===== config.mk =====
export PLATFORM = sky130hd
export DESIGN_NAME = vecack_chain
export DESIGN_NICKNAME = d
export VERILOG_FILES = /design/src/rtl/vecack_pkg.sv /design/src/rtl/vecack_slot.sv /design/src/rtl/vecack_merge.sv /design/src/rtl/vecack_chain.sv
export SDC_FILE = /design/constraint.sdc
export NUM_CORES = 1
export LEC_CHECK = 0
export CELL_PAD_IN_SITES_DETAIL_PLACEMENT = 0
export CELL_PAD_IN_SITES_GLOBAL_PLACEMENT = 1
export CORE_ASPECT_RATIO = 1.4
export CORE_UTILIZATION = 43
export CTS_CLUSTER_DIAMETER = 80
export DETAILED_ROUTE_END_ITERATION = 10
export GPL_TIMING_DRIVEN = 0
export PLACE_DENSITY_LB_ADDON = 0.1
export SKIP_CTS_REPAIR_TIMING = 1
export SYNTH_ARGS = -nofsm -noshare
export SYNTH_HDL_FRONTEND = slang
export SYNTH_HIERARCHICAL = 1
export SYNTH_SLANG_ARGS = --single-unit
export TNS_END_PERCENT = 1

===== constraint.sdc =====
create_clock -name clk -period 2.92 [get_ports clk]
set_input_delay 0.292 -clock clk [delete_from_list [all_inputs] [get_ports clk]]
set_output_delay 0.292 -clock clk [all_outputs]
set_load 0.01 [all_outputs]

===== src/rtl/vecack_pkg.sv =====
package vecack_pkg;
  localparam int unsigned DEF_SLOTS = 4;
  localparam int unsigned DEF_VEC_W = 8;

  function automatic int unsigned sel_width(input int unsigned n);
    return (n > 1) ? $clog2(n) : 1;
  endfunction
endpackage


===== src/rtl/vecack_slot.sv =====
module vecack_slot #(
  parameter int unsigned VEC_W   = 8,
  parameter logic [VEC_W-1:0] RST_VEC = '0
) (
  input  logic             clk,
  input  logic             rst_n,
  input  logic             set_i,
  input  logic             clr_i,
  input  logic             hold_i,
  input  logic             won_i,
  input  logic             cfg_we_i,
  input  logic [VEC_W-1:0] cfg_vec_i,
  input  logic             ack_in,
  output logic             ack_out,
  output logic             grant_o,
  output logic             pend_o,
  output logic [VEC_W-1:0] vec_o
);
  logic             pend_q, pend_d;
  logic [VEC_W-1:0] vec_q, vec_d;
  logic             claim;

  // while a winner is locked only that slot claims, else any pending slot does
  always_comb begin
    claim   = hold_i ? won_i : pend_q;
    grant_o = ack_in & claim;
    ack_out = ack_in & ~claim;
    vec_o   = grant_o ? vec_q : '0;
    pend_o  = pend_q;
  end

  // a fresh request outranks the self-clear
  always_comb begin
    pend_d = set_i | (pend_q & ~(clr_i & won_i));
    vec_d  = cfg_we_i ? cfg_vec_i : vec_q;
  end

  always_ff @(posedge clk or negedge rst_n) begin
    if (!rst_n) begin
      pend_q <= 1'b0;
      vec_q  <= RST_VEC;
    end else begin
      pend_q <= pend_d;
      if (cfg_we_i) vec_q <= vec_d;
    end
  end
endmodule


===== src/rtl/vecack_merge.sv =====
module vecack_merge #(
  parameter int unsigned N_SLOTS = 4,
  parameter int unsigned VEC_W   = 8
) (
  input  logic [N_SLOTS-1:0][VEC_W-1:0] vec_i,
  input  logic [N_SLOTS-1:0]            grant_i,
  output logic [VEC_W-1:0]              vec_o,
  output logic                          valid_o
);
  always_comb begin
    vec_o = '0;
    for (int i = 0; i < int'(N_SLOTS); i++) vec_o = vec_o | vec_i[i];
    valid_o = |grant_i;
  end
endmodule


===== src/rtl/vecack_chain.sv =====
module vecack_chain
  import vecack_pkg::*;
#(
  parameter int unsigned N_SLOTS      = DEF_SLOTS,
  parameter int unsigned VEC_W        = DEF_VEC_W,
  parameter logic [VEC_W-1:0] RST_VEC_BASE = 8'h40,
  localparam int unsigned SEL_W       = sel_width(N_SLOTS)
) (
  input  logic               clk,
  input  logic               rst_n,
  input  logic [N_SLOTS-1:0] req_set,
  input  logic               cfg_we,
  input  logic [SEL_W-1:0]   cfg_sel,
  input  logic [VEC_W-1:0]   cfg_vec,
  input  logic               iack_in,
  output logic               irq_out,
  output logic [VEC_W-1:0]   vec_out,
  output logic               vec_valid,
  output logic               ack_tail
);
  logic [N_SLOTS:0]                ack_w;
  logic [N_SLOTS-1:0]              grant, pend;
  logic [N_SLOTS-1:0][VEC_W-1:0]   vec_w;
  logic [N_SLOTS-1:0]              win_q, win_d;
  logic                            busy_q, busy_d;
  logic                            clr_w;

  assign ack_w[0] = iack_in;
  assign clr_w    = busy_q & ~iack_in;

  for (genvar g = 0; g < int'(N_SLOTS); g++) begin : g_slot
    vecack_slot #(
      .VEC_W  (VEC_W),
      .RST_VEC(RST_VEC_BASE + VEC_W'(g))
    ) slot_i (
      .clk      (clk),
      .rst_n    (rst_n),
      .set_i    (req_set[g]),
      .clr_i    (clr_w),
      .hold_i   (busy_q),
      .won_i    (win_q[g]),
      .cfg_we_i (cfg_we && (cfg_sel == SEL_W'(g))),
      .cfg_vec_i(cfg_vec),
      .ack_in   (ack_w[g]),
      .ack_out  (ack_w[g+1]),
      .grant_o  (grant[g]),
      .pend_o   (pend[g]),
      .vec_o    (vec_w[g])
    );
  end

  vecack_merge #(.N_SLOTS(N_SLOTS), .VEC_W(VEC_W)) merge_i (
    .vec_i  (vec_w),
    .grant_i(grant),
    .vec_o  (vec_out),
    .valid_o(vec_valid)
  );

  assign irq_out  = |pend;
  assign ack_tail = ack_w[N_SLOTS];

  // lock the winner on the first acknowledged cycle, release when acknowledge drops
  always_comb begin
    busy_d = busy_q;
    win_d  = win_q;
    if (!iack_in) begin
      busy_d = 1'b0;
      win_d  = '0;
    end else if (!busy_q) begin
      busy_d = |grant;
      win_d  = grant;
    end
  end

  always_ff @(posedge clk or negedge rst_n) begin
    if (!rst_n) begin
      busy_q <= 1'b0;
      win_q  <= '0;
    end else begin
      busy_q <= busy_d;
      win_q  <= win_d;
    end
  end
endmodule


==> metrics.md, run 1 <==
| Metric | Value |
|---|---|
| Result of the run | finished, final reports clean |
| Global-route wire length before repair | 7258 um |
| Final critical-path share of the clock period | 0.9682 |
| Count of final setup violators | 0 |
| Fmax achieved | about 0.35 GHz |
| Crit end category | output port |
| Top library cells by usage in the layout, fill and taps aside | 33 x and3_1, 32 x mux2_2, 32 x dfrtp_1 |
| Slowest-stage cell, CP | clkdlybuf4s50_1 |
| Layout Skew | 0.001043 ns |
| Maximum number of buffers from clock root to sink | 2 |
| Hpwl dp | 2985 um |
| Width of the die | 59.34 um |
| Hold crit path type | in2async |
| Layout-stage area growth over the synthesis result | 28.13% |
| Total clock sinks | 41 |
| Async set or reset register ratio after synthesis | 1.000 |
| Slew at the pin closest to its max-slew limit | 0.8977 ns |
| Placeable Area | 4309 sq um |
| # DRC | 0 |
| Power per Cell Area | 596.8 nW/um^2 |
| Count of H-tree levels built during CTS | 2 |
| Post-layout minimum cycle time | 2.827 ns |
| Length in cells of the worst reg-to-reg path | 9 |
| Worst hold slack across all endpoints | around 0.12 ns |
| Number of placed I/O pins | 29 |
| Hold violation total from the final report | 0 |
| Setup TNS Final | 0 ns |
| Worst path buffer plus inverter count | 3 |
| Clock latency at the later pin of the worst-skew pair | 0.29 ns |
| Clock slew seen by the registers of the worst setup and hold paths | 0.07 ns |
| Number of buffers created by CTS | 5 |
| Die boundary height | 82.28 um |
| 1st-iter DRT viols | 59 |
| Final slew viol count | 0 |
| Number of warnings printed during yosys synthesis | 6 |
| Initial core utilization | 0.4593 |
| CP most frequent cell | nor2_4 |
| CP Depth | 8 |
| Die area | 4882 sq um |
| Final wirelength | 4521 um |
| Longest individual stage delay on the worst path | 0.50 ns |
| Vias | 1455 |
| Post-synth EDFFs | 0 |
| Endpoint of the lowest-slack register-to-register path | busy_q |
| Proportion of layout cells with a drive suffix above 1 | 0.3431 |
| End-of-flow core utilization | 0.5886 |
| Max cap viols | 0 |
| Antenna diode instance count | 0 |
| Routability congestion estimate from global placement | 0.7001 |
| Crit-path leading delay family | buffers and inverters |
| Critical-path maximum fanout | 9 |
| Final global-route overflow total | 0 |
| Pin count of the biggest net entering global routing | 42 |
| Length of the first detailed-routing pass in iterations | 4 |
| Post-Synthesis Cells | 160 |
| Type of origin of the critical path | flop |
| Via count of the first global-routing pass | 1490 |
| Worst slew margin | 0.4015 |
| Library cells used by synthesis | 18 |
| Syn Area/Cell | approximately 12 sq um |
| Number of synthesized register bits | between 40 and 50 |
| Total power | 1.514 mW |
| Worst r2r src | busy_q |
| Post-detailed-route via-to-cell ratio | 5.511 |
| Arr. time, crit path | 2.54 ns |
| Primary flip-flop cell chosen by synthesis mapping | dfrtp_1 |
| Syn nets | approximately 180 |
| VDD IR-drop max | 0.4931 mV |
| Overall routing resource usage | 0.2075 |
| # rows | 28 |
| List of cells traversed by the critical path | mux2_4 > nor2_4 > inv_1 > nor2_4 > buf_4 > and3_1 > or4_1 > clkdlybuf4s50_1 |
| Average wire per cell in the routed design | 17.13 um |
| Setup slack of the worst register-to-register path | 0.96 ns |
| Static leakage power | 1.183 nW |
| Buffers on Ports | 28 |
| Net count of the finished layout | 221 |
| TritonCTS clock tree | built |
| Data required time of the worst path | roughly 2.6 ns |
| Share of the yosys chip area belonging to registers | 0.5234 |
| Antenna-violating nets left | 0 |
| Root buffer cell | clkbuf_8 |
| Most common library cell in the layout ignoring fill and taps | and3_1 |
| Cell area after synthesis | 1979 sq um |
| Antenna violations before repair | 0 |
| Path type of the worst setup path | reg2out |
==> cell type report <==
class	count	area (sq um)
fillers	388	1773
flip-flops and latches	41	1037
multi-input cells	111	930.9
repair buffers	35	330.3
clock buffers	7	86.33
well taps	60	75.07
plain buffers	5	31.28
clock inverters	1	30.03
inverters	4	15.01
==> Yosys cell counts (4+ instances only) <==
cell type  instances  area [sq um]
mux2_2            32         360.4
mux2i_1            4         40.04
or4_1             11         82.58
dfrtp_1           33         825.8
dfstp_2            8         210.2
and2_1             4         25.02
buf_2              4         20.02
mux2_4             4         60.06
inv_1              4         15.01
nor2b_1            5         31.28
nand2_1            5         18.77
and3_1            33         206.5
nor2_1             5         18.77
a21o_1             4         30.03
==> cell families after synthesis <==
| kind of cell | Yosys count | synth area share |
|---|---|---|
| DFF | 41 | 0.5234 |
| AOI/OAI and AO/OA | 5 | 0.01897 |
| buffers and inverters | 9 | 0.02339 |
| and+or+nand+nor | 65 | 0.2016 |
| muxes | 40 | 0.2326 |
==> power by group <==
group	internal, mW	switching [mW]	leakage [nW]
Combinational	0.194	0.139	0.654
Sequential	0.672	0.0445	0.470
Clock	0.279	0.185	0.0585
Total	1.15	0.369	1.18
==> sequential cells by signal, indices dropped and copies added (netlist names) <==
name,count
g_slot.slot_i/vec_q,32
g_slot.slot_i/pend_o,4
busy_q,1
win_q,4
==> per-stage QoR <==
step	std cells	area, sq um	setup WS [ns]
6_report	264	2536	0.09289
5_1_grt	264	2536	-0.02712
4_1_cts	256	2446	-1.274
3_5_place_dp	248	2330	-1.235
3_3_place_gp	248	2335	-1.244
2_1_floorplan	160	1979	0.5691
==> how the worst max path moves through the flow <==
| stage | start | to | slack, ns |
|---|---|---|---|
| 3_5_place_dp | iack_in | vec_out[6] | -1.23 |
| 3_3_place_gp | iack_in | vec_valid | -1.24 |
| 2_1_floorplan | busy_q | vec_valid | 0.57 |
| 5_1_grt | busy_q | vec_out[1] | -0.03 |
| 4_1_cts | busy_q | vec_out[6] | -1.27 |
| 6_report | busy_q | vec_out[3] | 0.09 |
==> metal layers <==
layer  track usage  wire [um]  vias to the layer above  share of wire
li1              -          -                      670              -
met1        0.2400       1845                      747           0.41
met2        0.3831       2455                       32           0.54
met3       0.03894        167                        6          0.037
met4       0.05714         52                        0          0.012
met5             0          0                        -              0
Power figures use the tool's default switching activity.
==> run 2: changes to the inputs <==
- CORE_UTILIZATION: 43 -> 46
- clock period: 2.92 -> 3.5 ns (I/O delays scaled with it)
==> run 2 against run 1 <==
Compared with the run above: the flow now finishes with violations (design-rule violations); hold slack better by 0.058 ns; total power down 16%; critical path depth up 1; setup slack better by 0.16 ns; non-clock buffer count down 5; critical path type unchanged; highest routed layer unchanged.
==> metrics.md, run 2 (same netlist as run 1, synthesis figures left out) <==
| Metric | Value |
|---|---|
| Clock slew seen by the registers of the worst setup and hold paths | 0.08 ns (was 0.07 ns) |
| Final Instance Count excl. Fillers | 241 (was 264) |
| Routability congestion estimate from global placement | 0.7157 (was 0.7001) |
| Root buffer cell | clkbuf_8 (unchanged) |
| Power per Cell Area | 512.7 nW/um^2 (was 596.8 nW/um^2) |
| Antenna violations before repair | 0 (unchanged) |
| List of cells traversed by the critical path | mux2_4 > nor2_4 > inv_1 > nor2_4 > inv_1 > nor2_4 > and3_1 > or4_1 > clkdlybuf4s50_1 (was mux2_4 > nor2_4 > inv_1 > nor2_4 > buf_4 > and3_1 > or4_1 > clkdlybuf4s50_1) |
| Met1 track demand over resource | 0.2766 (was 0.2400) |
| Count of final setup violators | 0 (unchanged) |
| Initial core utilization | 0.4924 (was 0.4593) |
| Hold violation total from the final report | 0 (unchanged) |
| Clock latency at the later pin of the worst-skew pair | 0.29 ns (about the same) |
| Length of the first detailed-routing pass in iterations | 7 (was 4) |
| Post-layout minimum cycle time | 3.246 ns |
| Count of H-tree levels built during CTS | 2 (unchanged) |
| Pin count of the biggest net entering global routing | 42 (unchanged) |
| Failing checks | design-rule violations |
| Final wirelength | 4771 um (was 4521 um) |
| Hpwl dp | 3157 um (was 2985 um) |
| Total power | 1.264 mW (was 1.514 mW) |
| Data required time of the worst path | 3.15 ns (was 2.63 ns) |
| Final slew viol count | 0 (unchanged) |
| Min setup slack post-route | 0.2543 ns (was 0.09289 ns) |
| Average wire per cell in the routed design | 19.80 um (was 17.13 um) |
| Hold crit path type | in2async (unchanged) |
| 1st-iter DRT viols | 67 (was 59) |
| Static leakage power | 1.155 nW (was 1.183 nW) |
| Antenna diode instance count | 0 (unchanged) |
| Reg with most FFs | g_slot.slot_i/vec_q (unchanged) |
| Total clock sinks | 41 (unchanged) |
| Critical-path maximum fanout | 10 (was 9) |
| Buffers on Ports | 28 (unchanged) |
| Post-detailed-route via-to-cell ratio | 6.000 (was 5.511) |
| # rows | 27 (was 28) |
| Layout-stage area growth over the synthesis result | 24.59% (was 28.13%) |
| Arr. time, crit path | 2.90 ns (was 2.54 ns) |
| Proportion of layout cells with a drive suffix above 1 | 0.3182 (was 0.3431) |
| Fmax achieved | 0.3081 GHz |
| Max cap viols | 0 (unchanged) |
| Number of flip-flops under the largest register name | 32 (unchanged) |
| Antenna-violating nets left | 0 (unchanged) |
| Placement Setup Slack | -0.7881 ns (was -1.235 ns) |
| Crit end category | output port (unchanged) |
| Slew at the pin closest to its max-slew limit | 0.9167 ns (was 0.8977 ns) |
| Layer carrying the most global-route usage | met2 (unchanged) |
| Placeable Area | 4020 sq um (was 4309 sq um) |
| Slowest-stage cell, CP | clkdlybuf4s50_1 (unchanged) |
| Number of placed I/O pins | 29 (unchanged) |
| Top library cells by usage in the layout, fill and taps aside | 33 x and3_1, 32 x mux2_2, 32 x dfrtp_1 (unchanged) |
| VDD IR-drop max | 0.3316 mV (was 0.4931 mV) |
| Result of the run | finished, violations left (was finished, final reports clean) |
| Type of origin of the critical path | flop (unchanged) |
| TritonCTS clock tree | built (unchanged) |
| End-of-flow core utilization | 0.6134 (was 0.5886) |
| Path type of the worst setup path | reg2out (unchanged) |
| Global-route wire length before repair | 7700 um (was 7258 um) |
| Die boundary height | 79.62 um (was 82.28 um) |
| CP most frequent cell | nor2_4 (unchanged) |
| Total instance count after detailed placement | 231 (was 248) |
| Final global-route overflow total | 0 (unchanged) |
| Layout Skew | 0.004588 ns (was 0.001043 ns) |
| Met2 usage | 0.4174 (was 0.3831) |
| Via count of the first global-routing pass | 1487 (was 1490) |
| Setup repair after global routing missed its margin | false |
| Number of buffers created by CTS | 5 (unchanged) |
| Global routing usage on met3 | 0.04052 (was 0.03894) |
| Worst slew margin | 0.3889 (was 0.4015) |
| Most common library cell in the layout ignoring fill and taps | and3_1 (unchanged) |
| Final critical-path share of the clock period | 0.9273 |
| Width of the die | 57.44 um (was 59.34 um) |
| Worst hold slack across all endpoints | 0.1801 ns (was 0.1226 ns) |
| Vias | 1446 (was 1455) |
| Overall routing resource usage | 0.2300 (was 0.2075) |
| # DRC | 1 (was 0) |
| Maximum number of buffers from clock root to sink | 2 (unchanged) |
| Longest individual stage delay on the worst path | 0.54 ns (was 0.50 ns) |
| Net count of the finished layout | 215 (was 221) |
| Die area | 4573 sq um (was 4882 sq um) |
-- run 2: cell types whose count changed in the layout (fill, tap and decap cells not counted), sizes merged --
cell and change:
buf -5, nor2 -1
-- run 2: area by class of cell --
class	instances	area [sq um]
fillers	358	1554
flip-flops and latches	41	1037
multi-input cells	110	919.6
repair buffers	30	292.8
clock buffers	7	86.33
well taps	43	53.80
plain buffers	5	31.28
clock inverters	1	30.03
inverters	4	15.01
-- run 2: per-stage QoR --
step	TNS [ns]	cell area [sq um]
after detailed placement	-7.443	2308
after CTS	-7.808	2425
final	0	2466
after global routing	0	2466
after global placement	-7.480	2313
after floorplan	0	1979
-- run 2: power by group --
part	switching, mW	internal, mW
registers	0.0406	0.561
logic	0.116	0.155
clock network	0.160	0.233
-- run 2: worst paths after layout --
path / start / to / slack, ns / cells after the start
min in group clk: g_slot[3].slot_i/vec_q[2] / g_slot[3].slot_i/vec_q[2] / 0.50 / 1
min reg2reg: g_slot[3].slot_i/vec_q[2] / g_slot[3].slot_i/vec_q[2] / 0.50 / 1
max: busy_q / vec_out[3] / 0.25 / 9
max reg2reg: busy_q / busy_q / 1.32 / 9
max in group asynchronous: rst_n / busy_q / 2.69 / 1
min: rst_n / win_q[2] / 0.18 / 1
-- run 2: metal layers --
metal	part of all wire	routed length, um
met3	0.031	146
met1	0.41	1948
met2	0.55	2625
met4	0.011	51
met5	0	0
-- run 2: worst max-delay path, delay by kind of cell, from the launching register on --
kind,cells,cell delay [ns]
buffers and inverters,3,0.73
DFF,1,0.48
muxes,1,0.40
and+or+nand+nor,5,0.98
